### src/rtl/bypass_pkg.sv
package bypass_pkg;

   // Operand source selection; the code values are seen by the consuming mux.
   typedef enum logic [1:0] {
      SEL_REGFILE = 2'b00,
      SEL_WB      = 2'b01,
      SEL_MEM     = 2'b10
   } bypass_sel_e;

   localparam int unsigned SEL_W = 2;

endpackage

### src/rtl/bypass_match.sv
// Decides whether one producer stage may supply one source register.
module bypass_match #(
   parameter int unsigned REG_W     = 5,
   parameter bit          SKIP_ZERO = 1'b1
) (
   input  logic             wr_en,
   input  logic [REG_W-1:0] dst,
   input  logic [REG_W-1:0] src,
   output logic             hit
);
   localparam logic [REG_W-1:0] ZERO_REG = '0;

   if (REG_W < 1) begin : g_bad_width
      $error("bypass_match: REG_W must be at least 1");
   end

   logic same_reg;
   assign same_reg = (dst == src);

   if (SKIP_ZERO) begin : g_zero_hardwired
      assign hit = wr_en && same_reg && (dst != ZERO_REG);
   end else begin : g_zero_plain
      assign hit = wr_en && same_reg;
   end

   always_comb begin
      if (!wr_en) begin
         AST_NO_WRITE_NO_HIT : assert (!hit) else $error("hit without write flag");
      end
   end
endmodule

### src/rtl/bypass_select.sv
// Resolves priority between the memory-stage and writeback-stage matches.
module bypass_select
   import bypass_pkg::*;
(
   input  logic        mem_hit,
   input  logic        wb_hit,
   output bypass_sel_e sel
);
   always_comb begin
      if (mem_hit) begin
         sel = SEL_MEM;
      end else if (wb_hit) begin
         sel = SEL_WB;
      end else begin
         sel = SEL_REGFILE;
      end
   end

   always_comb begin
      AST_NO_CODE_11 : assert (sel != bypass_sel_e'(2'b11)) else $error("illegal select");
      if (mem_hit && wb_hit) begin
         AST_NEWEST_WINS : assert (sel == SEL_MEM) else $error("older result chosen");
      end
      if (!mem_hit && !wb_hit) begin
         AST_IDLE_REGFILE : assert (sel == SEL_REGFILE) else $error("forward with no hit");
      end
   end
endmodule

### src/rtl/bypass_opmux.sv
// Operand multiplexer driven by a select code.
module bypass_opmux
   import bypass_pkg::*;
#(
   parameter int unsigned DATA_W = 32
) (
   input  bypass_sel_e       sel,
   input  logic [DATA_W-1:0] rf_val,
   input  logic [DATA_W-1:0] mem_val,
   input  logic [DATA_W-1:0] wb_val,
   output logic [DATA_W-1:0] opnd
);
   if (DATA_W < 1) begin : g_bad_width
      $error("bypass_opmux: DATA_W must be at least 1");
   end

   always_comb begin
      case (sel)
         SEL_MEM: opnd = mem_val;
         SEL_WB:  opnd = wb_val;
         default: opnd = rf_val;
      endcase
   end

   always_comb begin
      if (sel == SEL_MEM) begin
         AST_MUX_MEM : assert (opnd == mem_val) else $error("mux mem path");
      end
      if (sel == SEL_WB) begin
         AST_MUX_WB : assert (opnd == wb_val) else $error("mux wb path");
      end
   end
endmodule

### src/rtl/operand_bypass_ctrl.sv
module operand_bypass_ctrl
   import bypass_pkg::*;
#(
   parameter int unsigned REG_W     = 5,
   parameter int unsigned DATA_W    = 32,
   parameter bit          SKIP_ZERO = 1'b1
) (
   input  logic [REG_W-1:0]  ex_src_a,
   input  logic [REG_W-1:0]  ex_src_b,
   input  logic              mem_wr_en,
   input  logic [REG_W-1:0]  mem_dst,
   input  logic              wb_wr_en,
   input  logic [REG_W-1:0]  wb_dst,
   input  logic [DATA_W-1:0] rf_a,
   input  logic [DATA_W-1:0] rf_b,
   input  logic [DATA_W-1:0] mem_result,
   input  logic [DATA_W-1:0] wb_result,
   output logic [1:0]        sel_a,
   output logic [1:0]        sel_b,
   output logic [DATA_W-1:0] opnd_a,
   output logic [DATA_W-1:0] opnd_b
);
   localparam int unsigned NUM_OPND = 2;
   localparam logic [REG_W-1:0] ZERO_REG = '0;

   if (REG_W < 1 || DATA_W < 1) begin : g_bad_cfg
      $error("operand_bypass_ctrl: widths must be positive");
   end

   logic [REG_W-1:0]  src_v  [NUM_OPND];
   logic [DATA_W-1:0] rf_v   [NUM_OPND];
   logic [DATA_W-1:0] opnd_v [NUM_OPND];
   bypass_sel_e       sel_v  [NUM_OPND];
   logic              mem_hit_v [NUM_OPND];
   logic              wb_hit_v  [NUM_OPND];

   assign src_v[0] = ex_src_a;
   assign src_v[1] = ex_src_b;
   assign rf_v[0]  = rf_a;
   assign rf_v[1]  = rf_b;

   for (genvar g = 0; g < NUM_OPND; g++) begin : g_opnd
      bypass_match #(.REG_W(REG_W), .SKIP_ZERO(SKIP_ZERO)) u_mem_match (
         .wr_en (mem_wr_en),
         .dst   (mem_dst),
         .src   (src_v[g]),
         .hit   (mem_hit_v[g])
      );

      bypass_match #(.REG_W(REG_W), .SKIP_ZERO(SKIP_ZERO)) u_wb_match (
         .wr_en (wb_wr_en),
         .dst   (wb_dst),
         .src   (src_v[g]),
         .hit   (wb_hit_v[g])
      );

      bypass_select u_sel (
         .mem_hit (mem_hit_v[g]),
         .wb_hit  (wb_hit_v[g]),
         .sel     (sel_v[g])
      );

      bypass_opmux #(.DATA_W(DATA_W)) u_mux (
         .sel     (sel_v[g]),
         .rf_val  (rf_v[g]),
         .mem_val (mem_result),
         .wb_val  (wb_result),
         .opnd    (opnd_v[g])
      );
   end

   assign sel_a  = sel_v[0];
   assign sel_b  = sel_v[1];
   assign opnd_a = opnd_v[0];
   assign opnd_b = opnd_v[1];

   always_comb begin
      if (SKIP_ZERO && ex_src_a == ZERO_REG) begin
         AST_ZERO_SRC_A : assert (sel_a == 2'b00) else $error("r0 forwarded to A");
      end
      if (SKIP_ZERO && ex_src_b == ZERO_REG) begin
         AST_ZERO_SRC_B : assert (sel_b == 2'b00) else $error("r0 forwarded to B");
      end
      if (mem_wr_en && mem_dst != ZERO_REG && mem_dst == ex_src_a) begin
         AST_MEM_TO_A : assert (sel_a == 2'b10 && opnd_a == mem_result)
            else $error("A missed memory result");
      end
      if (ex_src_a == ex_src_b) begin
         AST_SAME_SRC_SAME_SEL : assert (sel_a == sel_b) else $error("A/B disagree");
      end
   end
endmodule

### config.mk
export PLATFORM = sky130hd
export DESIGN_NAME = operand_bypass_ctrl
export DESIGN_NICKNAME = d
export VERILOG_FILES = /design/src/rtl/bypass_pkg.sv /design/src/rtl/bypass_match.sv /design/src/rtl/bypass_select.sv /design/src/rtl/bypass_opmux.sv /design/src/rtl/operand_bypass_ctrl.sv
export SDC_FILE = /design/constraint.sdc
export NUM_CORES = 1
export LEC_CHECK = 0
export ABC_CLOCK_PERIOD_IN_PS = 3800
export CORE_UTILIZATION = 25
export DETAILED_ROUTE_END_ITERATION = 6
export PLACE_DENSITY_LB_ADDON = 0.12
export REMOVE_ABC_BUFFERS = 1
export SLEW_MARGIN = 20
export SYNTH_ARGS = -nofsm -noshare
export SYNTH_HDL_FRONTEND = slang
export SYNTH_SLANG_ARGS = --single-unit
export TNS_END_PERCENT = 100
### constraint.sdc
create_clock -name vclk -period 3.8
set_clock_uncertainty 0.2 [all_clocks]
set_input_delay 0.76 -clock vclk [all_inputs]
set_output_delay 0.76 -clock vclk [all_outputs]
set_load 0.1 [all_outputs]
==> metrics.md <==
| Metric | Value |
|---|---|
| Cell accounting for the most synthesized area | sky130_fd_sc_hd__o31ai_1 |
| DPL Wire Length | 10200 um |
| Number of global-route vias before repair | 4268 |
| Area after detailed placement | 0.00554 mm2 |
| Final-report hold violation count | 0 |
| Pre-Repair DR Iteration Count | 5 |
| Count of pins over their slew limit | 0 |
| Slew at the pin with the worst max-slew slack | 0.444 ns |
| Synthesized cell area | 0.00221 mm2 |
| Starting Density | 0.264 |
| Internal power | 0.000526 W |
| Setup violators final | 0 |
| Hold Path Stages | 4 |
| Vias per cell | 6.40 |
| Share of the clock period used by the worst path | 0.983 |
| Largest fanout on the critical path | 10 |
| Antenna Cells | 0 |
| Synthesized netlist cell count | 362 |
| Result of the run | completed |
| Total wire length | 15800 um |
| Leading post-synthesis cells by instance count | sky130_fd_sc_hd__nand4_1 (66), sky130_fd_sc_hd__nor3_1 (66), sky130_fd_sc_hd__a31oi_1 (64), sky130_fd_sc_hd__o31ai_1 (64), sky130_fd_sc_hd__clkbuf_1 (41) |
| Highest clock rate | 268 MHz |
| Area growth syn-to-layout | 172% |
| Worst path buffer plus inverter count | 3 |
| Total grt overflow | 0 |
| Startpoint type of the worst setup path | primary input |
| Combinational share of power | 1.000 |
| Fillcell total | 647 |
| Area share of the largest cell type after synthesis | 0.217 |
| Antenna violation net count after detailed routing | 0 |
| Power dissipated by switching net loads | 0.000737 W |
| Final net count | 743 |
| PwrDens | 210 mW/mm2 |
| Switching share of total power | 0.584 |
| Min-Delay Endpoint | opnd_b[20] |
| Critical Path Max Stage Delay | 0.46 ns |
| Max-capacitance violation count | 0 |
| Sequential share of the synthesized area | 0 |
| Drc violations | 0 |
| Post-synthesis area per instance | 6.11 um2 |
| Standard cell with the maximum stage delay on the critical path | sky130_fd_sc_hd__clkdlybuf4s50_1 |
| Min-delay worst type | in2out |
| Die height | 96.1 um |
| Layout Cell Area excl Fill | 0.00602 mm2 |
| Worst slew margin relative to its limit | 0.704 |
| YS warnings | 0 |
| Largest cells by area after synthesis | sky130_fd_sc_hd__o31ai_1 (22%), sky130_fd_sc_hd__nand4_1 (19%), sky130_fd_sc_hd__a31oi_1 (18%), sky130_fd_sc_hd__nor3_1 (15%), sky130_fd_sc_hd__clkbuf_1 (7.0%) |
| Tot GR Track Use | 0.313 |
| Io pins | 218 |
| Number of sequential storage elements | 0 |
| Worst-case setup slack after placement | -0.111 ns |
| Count of input and output buffers | 218 |
| CP endpoint kind | primary output |
| Iteration-0 DRC count of the detailed router | 316 |
| Netlist cell types | 21 |
| Required @ worst endpoint | 2.84 ns |
| Row count | 33 |
| Leak | 2.19 nW |
| Hold path start | rf_b[20] |
| Placeable Area | 0.00838 mm2 |
| Smallest hold slack | 2.07 ns |
| WP data arrival | 2.78 ns |
| Kind of critical path | in2out |
| Worst voltage drop across the vdd grid | 0.000138 V |
| Antenna violations before repair | 0 |
| Share of cells above drive strength 1 | 0.283 |
| Total die area | 0.00923 mm2 |
| Share of power burned in the clock network | 0 |
| Wire length per cell after detailed routing | 22.7 um |
| First-pass GRT wire length | 22200 um |
| Proportion of power drawn by flip-flops and latches | 0 |
| Clock buffer count in the final layout | 0 |
| Cell type group with the largest total delay on the critical path | buffers and inverters |
| Largest net degree at the start of global routing | 41 |
| Tmin final | 3.74 ns |
| Critical path cell sequence | clkdlybuf4s50_1 > xor2_1 > or3_4 > buf_4 > o31ai_1 > a31oi_1 > bufbuf_16 |
| Overall via count from detail_route | 4454 |
| Routability congestion estimate | 0.875 |
| Final Worst Setup Slack | 0.0648 ns |
| Die Width | 96.1 um |
| FF+latch area | 0 um2 |
| Total area of multi-input combinational cells | 0.00203 mm2 |
worst max-delay path by stage:
stage                 from    endpoint  slack [ns]  depth (start not counted)
2_1_floorplan    wb_dst[1]   opnd_a[0]       -2.67                          4
3_3_place_gp    mem_dst[3]   opnd_a[4]       -0.09                          8
3_5_place_dp    mem_dst[3]    sel_a[0]       -0.11                          8
4_1_cts         mem_dst[3]  opnd_a[25]      -0.005                          7
5_1_grt          wb_dst[2]  opnd_a[12]      -0.003                         10
6_report       ex_src_a[2]  opnd_a[25]        0.06                          7
layout by cell type, fill, tap and decap left out, drive strengths merged, types with 4 or more instances in the layout:
cell,synthesis,routed
clkbuf,41,4
a31oi,64,64
bufbuf,0,5
nand4,66,66
xor2,10,10
xnor2,10,10
or2,4,4
o31ai,64,64
dlygate4sd2,0,4
dlymetal6s2s,0,4
clkdlybuf4s50,0,142
nor3,66,66
buf,23,134
tightest hold or removal path, delay by kind of cell:
kind / cells / cell delay, ns
AOI/OAI and AO/OA: 2 / 0.17
buffers and inverters: 2 / 0.57
metal layers:
layer,global-route usage,routed length [um]
met5,0,0
met4,0.160,773
met3,0.0513,1730
met2,0.533,7470
met1,0.375,5810
layout make-up:
type / instances / area share
Tap cell: 105 / 0.0218
Multi-Input combinational cell: 296 / 0.337
Timing Repair Buffer: 293 / 0.640
Inverter: 2 / 0.00125
cell families (layout without fill, tap and decap cells):
kind of cell / count (synthesis) / after routing / synth area share
AND/OR/NAND/NOR: 144 / 144 / 0.376
AO/OA/AOI/OAI: 132 / 132 / 0.415
buffers and inverters: 66 / 295 / 0.130
XOR/XNOR: 20 / 20 / 0.0791
power by group through the flow:
stage / Combinational, W / Clock (W) / Sequential (W)
finish: 0.00126 / 0 / 0
floorplan: 0.000570 / 0 / 0
CTS: 0.00122 / 0 / 0
global route: 0.00130 / 0 / 0
global placement: 0.00116 / 0 / 0
detailed placement: 0.00116 / 0 / 0
metrics by stage:
step | setup TNS [ns] | power (W) | std cells | util
after global placement | -1.65 | 0.00116 | 681 | 0.660
after global routing | -0.00270 | 0.00130 | 696 | 0.719
after floorplan | -175.60 | 0.000570 | 298 | -
final | 0 | 0.00126 | 696 | 0.719
after detailed placement | -2.82 | 0.00116 | 681 | 0.660
after CTS | -0.00589 | 0.00122 | 692 | 0.700
what timing repair did:
item                       4_1_cts  5_1_grt
gates resized for setup         27       17
cloned                           5        4
pin swaps                       28        8
setup endpoints to repair       58       63
hold buffers                     0        0
buffers inserted                 6        2
(Power assumes the default switching activity.)
